==> src/rtl/pps_pkg.sv <==
package pps_pkg;

    typedef enum logic [1:0] {
        ST_IDLE   = 2'd0,
        ST_FIRST  = 2'd1,
        ST_SECOND = 2'd2
    } slot_e;

    typedef struct packed {
        logic dual;
        logic par;
        logic phase_a;
    } cfg_t;

    localparam cfg_t CFG_RST = '{dual: 1'b1, par: 1'b1, phase_a: 1'b0};

endpackage

==> src/rtl/pps_cfg.sv <==
module pps_cfg
    import pps_pkg::*;
#(
    parameter int CHAN_BIT = 7,
    parameter int OUT_BIT  = 6,
    parameter int PH_BIT   = 5
) (
    input  logic       clk,
    input  logic       rst_n,
    input  logic       hsync,
    input  logic [7:0] mode_i,
    output cfg_t       cfg_now,
    output cfg_t       cfg_q
);
    cfg_t decoded;

    always_comb begin
        decoded.dual    = mode_i[CHAN_BIT];
        decoded.par     = mode_i[OUT_BIT];
        decoded.phase_a = mode_i[PH_BIT];
    end

    // the sync cycle alone loads the mode; it governs its own cycle too
    assign cfg_now = hsync ? decoded : cfg_q;

    always_ff @(posedge clk) begin
        if (!rst_n)     cfg_q <= CFG_RST;
        else if (hsync) cfg_q <= decoded;
    end
endmodule

==> src/rtl/pps_slot_fsm.sv <==
module pps_slot_fsm
    import pps_pkg::*;
(
    input  logic  clk,
    input  logic  rst_n,
    input  logic  hsync,
    input  logic  in_valid,
    input  logic  dual,
    output logic  first_slot,
    output slot_e state_o
);
    slot_e state_q, state_d;

    always_ff @(posedge clk) begin
        if (!rst_n) state_q <= ST_IDLE;
        else        state_q <= state_d;
    end

    always_comb begin
        state_d = state_q;
        if (hsync) begin
            // line restart
            if (in_valid) state_d = dual ? ST_SECOND : ST_FIRST;
            else          state_d = ST_IDLE;
        end else if (in_valid) begin
            unique case (state_q)
                ST_IDLE, ST_FIRST: state_d = dual ? ST_SECOND : ST_FIRST;
                ST_SECOND:         state_d = ST_FIRST;
                default:           state_d = ST_IDLE;
            endcase
        end
    end

    always_comb begin
        first_slot = hsync || (state_q != ST_SECOND);
        state_o    = state_q;
    end
endmodule

==> src/rtl/pps_router.sv <==
module pps_router
    import pps_pkg::*;
#(
    parameter int DATA_W = 8
) (
    input  logic              clk,
    input  logic              rst_n,
    input  logic              in_valid,
    input  logic [DATA_W-1:0] in_data,
    input  logic              first_slot,
    input  cfg_t              cfg_now,
    output logic [DATA_W-1:0] porta_data,
    output logic [DATA_W-1:0] portb_data,
    output logic              porta_vld,
    output logic              portb_vld,
    output logic              dclk_o
);
    localparam int NPORT = 2;

    logic [DATA_W-1:0] hold_q;
    logic              hold_we;
    logic [NPORT-1:0]  wr;
    logic [DATA_W-1:0] nd   [NPORT];
    logic [DATA_W-1:0] pdat [NPORT];
    logic [NPORT-1:0]  pvld;
    logic              to_a;

    always_comb begin
        wr      = '0;
        hold_we = 1'b0;
        nd[0]   = in_data;
        nd[1]   = in_data;
        to_a    = (first_slot == cfg_now.phase_a);
        if (in_valid) begin
            if (!cfg_now.dual) begin
                wr[0] = 1'b1;
            end else if (!cfg_now.par) begin
                wr[0] = to_a;
                wr[1] = !to_a;
            end else if (first_slot) begin
                hold_we = 1'b1;
            end else begin
                wr    = 2'b11;
                nd[0] = cfg_now.phase_a ? hold_q  : in_data;
                nd[1] = cfg_now.phase_a ? in_data : hold_q;
            end
        end
    end

    always_ff @(posedge clk) begin
        if (!rst_n)       hold_q <= '0;
        else if (hold_we) hold_q <= in_data;
    end

    for (genvar g = 0; g < NPORT; g++) begin : g_port
        always_ff @(posedge clk) begin
            if (!rst_n) begin
                pdat[g] <= '0;
                pvld[g] <= 1'b0;
            end else begin
                pvld[g] <= wr[g];
                if (wr[g]) pdat[g] <= nd[g];
            end
        end
    end

    // output data clock
    always_ff @(posedge clk) begin
        if (!rst_n)              dclk_o <= 1'b0;
        else if (!cfg_now.dual)  dclk_o <= in_valid;
        else if (in_valid)       dclk_o <= first_slot;
    end

    assign porta_data = pdat[0];
    assign portb_data = pdat[1];
    assign porta_vld  = pvld[0];
    assign portb_vld  = pvld[1];
endmodule

==> src/rtl/pixel_port_splitter.sv <==
module pixel_port_splitter
    import pps_pkg::*;
#(
    parameter int DATA_W   = 8,
    parameter int CHAN_BIT = 7,
    parameter int OUT_BIT  = 6,
    parameter int PH_BIT   = 5
) (
    input  logic              clk,
    input  logic              rst_n,
    input  logic              in_valid,
    input  logic [DATA_W-1:0] in_data,
    input  logic              hsync,
    input  logic [7:0]        mode_i,
    output logic [DATA_W-1:0] porta_data,
    output logic [DATA_W-1:0] portb_data,
    output logic              porta_vld,
    output logic              portb_vld,
    output logic              dclk_o
);
    cfg_t  cfg_now;
    cfg_t  cfg_q;
    logic  first_slot;
    slot_e slot_state;

    pps_cfg #(.CHAN_BIT(CHAN_BIT), .OUT_BIT(OUT_BIT), .PH_BIT(PH_BIT)) u_cfg (
        .clk     (clk),
        .rst_n   (rst_n),
        .hsync   (hsync),
        .mode_i  (mode_i),
        .cfg_now (cfg_now),
        .cfg_q   (cfg_q)
    );

    pps_slot_fsm u_fsm (
        .clk        (clk),
        .rst_n      (rst_n),
        .hsync      (hsync),
        .in_valid   (in_valid),
        .dual       (cfg_now.dual),
        .first_slot (first_slot),
        .state_o    (slot_state)
    );

    pps_router #(.DATA_W(DATA_W)) u_router (
        .clk        (clk),
        .rst_n      (rst_n),
        .in_valid   (in_valid),
        .in_data    (in_data),
        .first_slot (first_slot),
        .cfg_now    (cfg_now),
        .porta_data (porta_data),
        .portb_data (portb_data),
        .porta_vld  (porta_vld),
        .portb_vld  (portb_vld),
        .dclk_o     (dclk_o)
    );
endmodule

==> config.mk <==
export PLATFORM = sky130hd
export DESIGN_NAME = pixel_port_splitter
export DESIGN_NICKNAME = d
export VERILOG_FILES = /design/src/rtl/pps_pkg.sv /design/src/rtl/pps_cfg.sv /design/src/rtl/pps_slot_fsm.sv /design/src/rtl/pps_router.sv /design/src/rtl/pixel_port_splitter.sv
export SDC_FILE = /design/constraint.sdc
export NUM_CORES = 1
export LEC_CHECK = 0
export CORE_AREA = 2 2 75 77
export DETAILED_ROUTE_END_ITERATION = 6
export DIE_AREA = 0 0 77 79
export PLACE_DENSITY_LB_ADDON = 0.3
export SYNTH_ARGS = -nofsm -noshare
export SYNTH_HDL_FRONTEND = slang
export SYNTH_SLANG_ARGS = --single-unit
export TNS_END_PERCENT = 30
==> constraint.sdc <==
create_clock -name clk -period 2.3 [get_ports clk]
set_input_delay 0.345 -clock clk [delete_from_list [all_inputs] [get_ports clk]]
set_output_delay 0.345 -clock clk [all_outputs]
set_load 0.005 [all_outputs]
* Yosys cells after proc, flatten, opt, wreduce, memory -nomap -nowiden
Memory sizes are Yosys's and may differ from the RTL's.
Cells that the tools add are included.
W data, S select, Z words.
** Storage, ports and cells
- Input port bits :: 20
- Memories kept :: 1
- Output and inout port bits :: 19
- Register bits :: 16
- Memory bits (writable) :: 16
- Logic and storage cells :: 53
** Cells by class
- Reduce and logical (&&, ||, !) cells :: 5
- Bitwise gates (word level) :: 2
- Eq/ne operators :: 5
- Muxes and demuxes :: 32
** Memory list
- u_router.pdat :: depth 2, width 8, rd ports 2, clocked after Yosys merged registers in 0, write ports 2, RTL line pps_router.sv:24 : logic [DATA_W-1:0] pdat [NPORT];
** Operators by type and width (number)
- $mux W16 :: 4
- $mux W8 :: 4
- $mux W1 :: 15
- $mux W2 :: 7
- $ne A2 B2 Y1 const B :: 2
- $pmux W2 S2 :: 1
- $mux W3 :: 1
- $eq A2 B1 Y1 const B :: 1
- $eq A2 B2 Y1 const B :: 1
- $logic_not A2 Y1 :: 1
- $or A1 B1 Y1 :: 2
- $reduce_bool A2 Y1 :: 1
- $reduce_or A2 Y1 :: 1
- $eq A1 B1 Y1 :: 1
- $logic_not A1 Y1 :: 1
- $logic_or A1 B1 Y1 :: 1

* Longest topological paths before layout
Gate-level depths: netlist (run 1).
- Depth in word-level cells :: 11
- Depth in mapped cells :: 6
- Mapped depth without buffers :: 4

* By module
Synthesis (run 1) repeated with hierarchy kept, for this count alone.
** Second synthesis, totals
- Cells, all modules :: 131
- Area, all modules :: 1446.4 um^2
** By module, submodules not included
- pps_router :: cells each 109, seq. area each 700.7 um^2, area each 1211.2 um^2, times used 1
- pps_cfg :: cells each 10, seq. area each 60.1 um^2, area each 123.9 um^2, times used 1
- pps_slot_fsm :: cells each 12, seq. area each 40.0 um^2, area each 111.4 um^2, times used 1

* Worst setup path before layout (run 1)
OpenSTA, ideal clock, no wires.
- Path kind :: input port to flip-flop
- Start :: input port mode_i[7]
- End :: memory u_router.pdat[1][0] (enable)
- Library setup time :: 0.374 ns
- Arrival :: 1.374 ns
- Stages on the path :: 4
- Setup slack :: 0.552 ns
- Buffers on the path :: 0
- Data required time :: 1.926 ns
- Cell sequence :: nand2_1 > o31ai_1 > o21ai_0 > o21ai_1
** RTL lines
- from (decl) :: RTL line pixel_port_splitter.sv:14 : input logic [7:0] mode_i,
- to (decl) :: RTL line pps_router.sv:24

==> results.sh, run 1 <==
export IMPL_post_synth_inst_count=145
export IMPL_fin_nets=211
export IMPL_post_route_cell_area_um2=2140
export IMPL_via_per_inst=4.43
export IMPL_cts_inserted_buffers=5
export IMPL_dp_hpwl_um=2430
export IMPL_final_antenna_net_count=0
export IMPL_synth_area_leader_cell="sky130_fd_sc_hd__edfxtp_1"
export IMPL_netlist_area_leader_share=0.312
export IMPL_cts_reportedPaths_clkPinSlew_ns=0.07
export IMPL_synth_simple_area_share=0.190
export IMPL_stdcell_count=264
export IMPL_xor_xnor_portion_of_the_synthesized_cell_area=0.0162
export IMPL_power_switching_uw=323
export IMPL_internal_power_contribution_uw=1070
export IMPL_antenna_found_initial=0
export IMPL_cp_num_buf_inv=2
export IMPL_vdd_ir_drop_max_mv=0.320
export IMPL_worst_endpoint_data_arrival_time_ns=1.89
export IMPL_comb_power_share=0.151
export IMPL_globalRouteOverflowTotal=0
export IMPL_drv_slew=0
export IMPL_most_common_library_cell_in_the_layout_ignoring_fill_and_taps="sky130_fd_sc_hd__clkdlybuf4s50_1"
export IMPL_port_buffer_count=33
export IMPL_drive_above_1_share=0.146
export IMPL_worst_skew_pair_late_latency_ns=0.28
export IMPL_ys_top_cells_by_area="sky130_fd_sc_hd__edfxtp_1 31%, sky130_fd_sc_hd__dfxtp_1 21%, sky130_fd_sc_hd__mux2i_1 16%"
export IMPL_n_antenna_cell=0
export IMPL_avgSynthCellArea_um2=10.6
export IMPL_rsz_0062_raised_after_global_routing="false"
export IMPL_synth_warnings=0
export IMPL_timing_critical_path_fanout_max=8
export IMPL_total_leakage_power_uw=0.000794
export IMPL_grt_max_degree=13
export IMPL_first_global_vias=1180
export IMPL_routed_wl_um=3390
export IMPL_post_synth_instance_area_um2=1540
export IMPL_cts_hold_buf=0
export IMPL_post_synthesis_compound_gate_area_fraction=0.0609
export IMPL_final_critical_path_setup_slack_ns=0.439
export IMPL_final_cell_mix="33 x sky130_fd_sc_hd__clkdlybuf4s50_1, 25 x sky130_fd_sc_hd__mux2i_1, 22 x sky130_fd_sc_hd__nor2_1, 22 x sky130_fd_sc_hd__nand2_1"
export IMPL_timing_reg2reg_setup_slack_ns=0.60
export IMPL_critical_path_startpoint_type="primary input"
export IMPL_htree_num_levels=2
export IMPL_seq_power_share=0.468
export IMPL_endpoint_kind="register"
export IMPL_root_buffer="sky130_fd_sc_hd__clkbuf_8"
export IMPL_report_final_setup_viol=0
export IMPL_dominant_combinational_cell_family_by_area_after_synthesis="simple AND/OR/NAND/NOR gates"
export IMPL_place_gp_congestion=0.800
export IMPL_cts_max_path_buffers=2
export IMPL_cts_repair_resized_insts=0
export IMPL_cts_tree="yes"
export IMPL_yosys_mux_area_fraction=0.170
export IMPL_maxClockFrequency_ghz=0.537
export IMPL_initial_core_util=0.289
export IMPL_drt_wirelength_per_cell_um=12.8
export IMPL_fin_crit_sh=0.809
export IMPL_route_detailed_drc=0
export IMPL_final_hold_violation_count=0
export IMPL_route_vias_total=1169
export IMPL_slew_headroom=0.701
export IMPL_post_place_ws_ns=0.128
export IMPL_required_ns=2.33
export IMPL_syn_to_final_growth_pct=39.2
export IMPL_chipHeight_um=79
export IMPL_fp_dieW_um=77
export IMPL_ffs_latches_synth=32
export IMPL_cellPowerDensity_nw_per_um2=652
export IMPL_floorplan_die_area_um2=6080
export IMPL_min_delay_path_class="register to register"
export IMPL_dp_cells=256
export IMPL_post_route_util=0.402
export IMPL_post_dp_cell_area_um2=2040
export IMPL_pin_count=39
export IMPL_synth_fa_ha_area_frac=0
export IMPL_outcome="complete, no violations"
export IMPL_drt_pass1_iter_count=4
export IMPL_worstPathCellList="clkdlybuf4s50_1, nand2b_2, nor4_4, buf_12, mux2i_1, nor2_1"
export IMPL_fp_row_count=27
export IMPL_swShare=0.231
export IMPL_postSynthNetCount=165
export IMPL_clock_group_share_of_total_power=0.381
export IMPL_grt_use_total=0.120
export IMPL_critical_path_slowest_cell="sky130_fd_sc_hd__clkdlybuf4s50_1"
export IMPL_worst_path_dominant_cell_family="buffers and inverters"
export IMPL_setup_tns_ns=0
export IMPL_cpPeakStageDelay_ns=0.53
export IMPL_maxCapViolCount=0
export IMPL_cts_sink_count=32
export IMPL_drt_first_iter_violations=35
export IMPL_synth_cell_types=32
export IMPL_finClkSkew_ns=0.00201
export IMPL_core_area_um2=5340
export IMPL_grt_pass1_wl_um=5650
export IMPL_total_setup_buffers_inserted_after_cts=0
export IMPL_synth_sequential_area_ratio=0.520
export IMPL_timing_setup_critical_path_class="primary input to register"
export IMPL_post_route_min_period_ns=1.86
export IMPL_tightestPinTransition_ns=0.448
-- area by class of cell --
type,count,area (um^2)
fillers,563,3190
flip-flops and latches,32,801
multi-input cells,101,673
repair buffers,46,453
well taps,72,90.1
clock buffers,6,72.6
clock inverters,2,35.0
inverters,5,18.8
-- worst min-delay path: cells and delay by family (launching register included) --
family	cells	cell delay, ns
flip-flops	1	0.32
multiplexers	1	0.05
AND/OR/NAND/NOR	1	0.05
-- sequential cells by signal, summed over array words and instances (netlist names) --
register,flops
u_router.hold_q,8
u_cfg.cfg_q,3
u_router.portb_vld,1
u_router.dclk_o,1
u_router.porta_vld,1
u_router.pdat,16
u_fsm.state_o,2
-- worst paths after layout --
kind                            cells past startpoint                  end                from
worst min-delay path                                2   u_router.hold_q[6]  u_router.hold_q[6]
worst max-delay path                                6  u_router.pdat[1][5]               hsync
worst max register to register                      5  u_router.pdat[1][5]    u_fsm.state_o[0]
worst min register to register                      2   u_router.hold_q[6]  u_router.hold_q[6]
-- per-layer routing --
metal	global-route usage	wire length, um
met5	0	0
met4	0.0375	35
met3	0.0318	131
met2	0.218	1700
met1	0.139	1520
-- kinds of logic (layout without fill, tap and decap cells) --
logic type	count (synthesis)	count (layout)
AND/OR/NAND/NOR	61	61
multiplexers	26	26
XOR/XNOR	2	2
AO/OA/AOI/OAI	12	12
flip-flops	32	32
buffers and inverters	12	59
-- metrics by stage --
stage / total power (uW) / hold slack (ns)
after floorplan: 766 / 0.447
after global placement: 877 / 0.459
after detailed placement: 880 / 0.466
after CTS: 1410 / 0.475
after global routing: 1460 / 0.504
final: 1400 / 0.473
-- power by group through the flow --
stage	clock network, uW	registers [uW]	logic (uW)
final	532	654	211
after global routing	570	658	231
after CTS	545	654	215
after detailed placement	0	667	213
after global placement	0	666	211
after floorplan	0	667	99.0
-- cells in the mapped netlist --
library cell	number
sky130_fd_sc_hd__mux2i_1	25
sky130_fd_sc_hd__a221oi_1	1
sky130_fd_sc_hd__nor2_1	22
sky130_fd_sc_hd__inv_2	1
sky130_fd_sc_hd__nor3_1	3
sky130_fd_sc_hd__clkbuf_1	2
sky130_fd_sc_hd__inv_1	4
sky130_fd_sc_hd__nand2_1	22
sky130_fd_sc_hd__nand3_1	4
sky130_fd_sc_hd__nand2b_1	3
sky130_fd_sc_hd__dfxtp_1	16
sky130_fd_sc_hd__xnor2_1	1
sky130_fd_sc_hd__mux2_2	1
sky130_fd_sc_hd__xnor2_2	1
sky130_fd_sc_hd__and2_1	1
sky130_fd_sc_hd__o2111ai_4	1
sky130_fd_sc_hd__nor4_4	1
sky130_fd_sc_hd__buf_6	2
sky130_fd_sc_hd__and2b_2	1
sky130_fd_sc_hd__a21oi_1	1
sky130_fd_sc_hd__o32a_1	1
sky130_fd_sc_hd__o21ai_0	2
sky130_fd_sc_hd__a31oi_1	1
sky130_fd_sc_hd__nor3_4	1
sky130_fd_sc_hd__and3_1	1
sky130_fd_sc_hd__o21ai_1	4
sky130_fd_sc_hd__edfxtp_1	16
sky130_fd_sc_hd__nand2b_2	1
sky130_fd_sc_hd__o31ai_1	1
sky130_fd_sc_hd__buf_4	1
sky130_fd_sc_hd__nor2b_1	1
sky130_fd_sc_hd__buf_2	2
No activity file was read; power rests on OpenSTA's default activity.
==> run 2: changes to the inputs <==
==> constraint.sdc (replaced) <==
create_clock -name clk -period 1.7 [get_ports clk]
set_input_delay 0.255 -clock clk [delete_from_list [all_inputs] [get_ports clk]]
set_output_delay 0.255 -clock clk [all_outputs]
set_load 0.005 [all_outputs]
==> run 2 against run 1 <==
Against the previous run: register-to-register slack lost 0.53 ns; hold slack improved by 0.0018 ns; first-iteration DRC count up 51%; global-route usage shrank 0.52 points; sequential cell count unchanged; non-clock buffer count rose by 8; wire length fell by 2.3%; design area rose by 2.8%; combinational power is 45% higher; clock skew rose by 0.0036 ns; clock-buffer cell count up 1; worst setup slack worse by 0.37 ns; critical endpoint is now u_router.pdat[1][3]; largest cell class unchanged; largest power group unchanged; highest routed layer unchanged.
==> results.sh, run 2 (synthesis gave the netlist of run 1 again) <==
export IMPL_outcome="complete, no violations"
export IMPL_core_area_um2=5340
export IMPL_post_route_util=0.413
export IMPL_cts_sink_count=32
export IMPL_drive_above_1_share=0.180
export IMPL_rsz_0062_raised_after_global_routing="false"
export IMPL_min_delay_path_class="register to register"
export IMPL_registers_top_by_ff_count="u_router.pdat"
export IMPL_final_hold_violation_count=0
export IMPL_drt_first_iter_violations=53
export IMPL_vdd_ir_drop_max_mv=0.297
export IMPL_tightestPinTransition_ns=0.326
export IMPL_worst_endpoint_data_arrival_time_ns=1.65
export IMPL_n_antenna_cell=0
export IMPL_route_detailed_drc=0
export IMPL_maxClockFrequency_ghz=0.613
export IMPL_total_setup_buffers_inserted_after_cts=0
export IMPL_post_route_min_period_ns=1.63
export IMPL_multiInputGateArea_um2=686
export IMPL_grt_pass1_wl_um=5400
export IMPL_cts_inserted_buffers=5
export IMPL_routed_wl_um=3320
export IMPL_timing_critical_path_fanout_max=8
export IMPL_initial_core_util=0.289
export IMPL_final_cell_mix="32 x sky130_fd_sc_hd__clkdlybuf4s50_1, 25 x sky130_fd_sc_hd__mux2i_1, 22 x sky130_fd_sc_hd__nor2_1, 22 x sky130_fd_sc_hd__nand2_1, 18 x sky130_fd_sc_hd__buf_4"
export IMPL_pin_count=39
export IMPL_required_ns=1.72
export IMPL_grt_use_total=0.115
export IMPL_first_global_vias=1140
export IMPL_drt_wirelength_per_cell_um=12.2
export IMPL_chipHeight_um=79
export IMPL_cts_reportedPaths_clkPinSlew_ns=0.07
export IMPL_worst_skew_pair_late_latency_ns=0.28
export IMPL_grt_max_degree=13
export IMPL_floorplan_die_area_um2=6080
export IMPL_most_common_library_cell_in_the_layout_ignoring_fill_and_taps="sky130_fd_sc_hd__clkdlybuf4s50_1"
export IMPL_cpPeakStageDelay_ns=0.34
export IMPL_route_vias_total=1174
export IMPL_root_buffer="sky130_fd_sc_hd__clkbuf_8"
export IMPL_worstPathCellList="nand2b_2, nor4_4, buf_12, mux2i_1, nor2_1"
export IMPL_fp_row_count=27
export IMPL_syn_to_final_growth_pct=43.1
export IMPL_max_reg_flops=16
export IMPL_fin_crit_sh=0.959
export IMPL_cts_max_path_buffers=2
export IMPL_antenna_found_initial=0
export IMPL_final_antenna_net_count=0
export IMPL_cellPowerDensity_nw_per_um2=790
export IMPL_fillerInstances=551
export IMPL_maxCapViolCount=0
export IMPL_via_per_inst=4.32
export IMPL_critical_path_slowest_cell="sky130_fd_sc_hd__nor4_4"
export IMPL_timing_setup_critical_path_class="register to register"
export IMPL_dp_hpwl_um=2460
export IMPL_final_hold_worst_slack_ns=0.475
export IMPL_cts_tree="yes"
export IMPL_report_final_setup_viol=0
export IMPL_htree_num_levels=2
export IMPL_finClkSkew_ns=0.00559
export IMPL_globalRouteOverflowTotal=0
export IMPL_slew_headroom=0.783
export IMPL_biggestRegsByFlops="u_router.pdat x16, u_router.hold_q x8, u_cfg.cfg_q x3"
export IMPL_drt_pass1_iter_count=4
export IMPL_critical_path_startpoint_type="register"
export IMPL_post_layout_total_power_uw=1740
export IMPL_total_leakage_power_uw=0.000836
export IMPL_fin_nets=219
export IMPL_place_gp_congestion=0.814
export IMPL_setup_tns_ns=0
export IMPL_drv_slew=0
export IMPL_endpoint_kind="register"
export IMPL_fp_dieW_um=77
export IMPL_area_sequential_um2=801
export IMPL_port_buffer_count=33
run 2: where the power goes:
| part | internal [uW] | leakage (uW) | total [uW] | switching, uW |
|---|---|---|---|---|
| Combinational | 173 | 0.000495 | 306 | 133 |
| Sequential | 862 | 0.000301 | 886 | 23.9 |
| Clock | 285 | 0.0000399 | 549 | 265 |
| Total | 1320 | 0.000836 | 1740 | 422 |
run 2: repair_timing:
item	4_1_cts	5_1_grt
setup endpoints to repair	7	17
gates cloned	0	0
hold buffers	0	0
gates resized for setup	2	2
run 2: worst paths after layout:
kind | from | endpoint | slack [ns] | depth (start not counted)
max | u_fsm.state_o[0] | u_router.pdat[1][3] | 0.07 | 5
min | u_router.hold_q[7] | u_router.hold_q[7] | 0.48 | 2
max reg2reg | u_fsm.state_o[0] | u_router.pdat[1][3] | 0.07 | 5
min reg2reg | u_router.hold_q[7] | u_router.hold_q[7] | 0.48 | 2
run 2: per-layer routing:
| layer | track usage | vias up | share of wire |
|---|---|---|---|
| met1 | 0.144 | 528 | 0.46 |
| li1 | - | 610 | - |
| met5 | 0 | - | 0 |
| met4 | 0.0375 | 0 | 0.012 |
| met2 | 0.197 | 31 | 0.49 |
| met3 | 0.0273 | 5 | 0.041 |
run 2: per-stage QoR:
stage	cells	cell area (um^2)	setup WS (ns)
2_1_floorplan	145	1540	0.00973
3_3_place_gp	264	2110	-0.272
3_5_place_dp	264	2110	-0.293
4_1_cts	272	2200	0.0441
5_1_grt	272	2200	0.00338
6_report	272	2200	0.0697
run 2: worst max-delay path: cells and delay by family (launching register included):
| family | cells | cell delay (ns) |
|---|---|---|
| AND/OR/NAND/NOR | 3 | 0.68 |
| buffers and inverters | 1 | 0.18 |
| flip-flops | 1 | 0.32 |
| multiplexers | 1 | 0.19 |
run 2: cell type report:
cell class | instances | area share
timing repair buffer | 54 | 0.240
multi-input combinational | 101 | 0.311
clock inverter | 1 | 0.00170
tap | 72 | 0.0409
clock buffer | 7 | 0.0346
inverter | 5 | 0.00852
sequential | 32 | 0.363
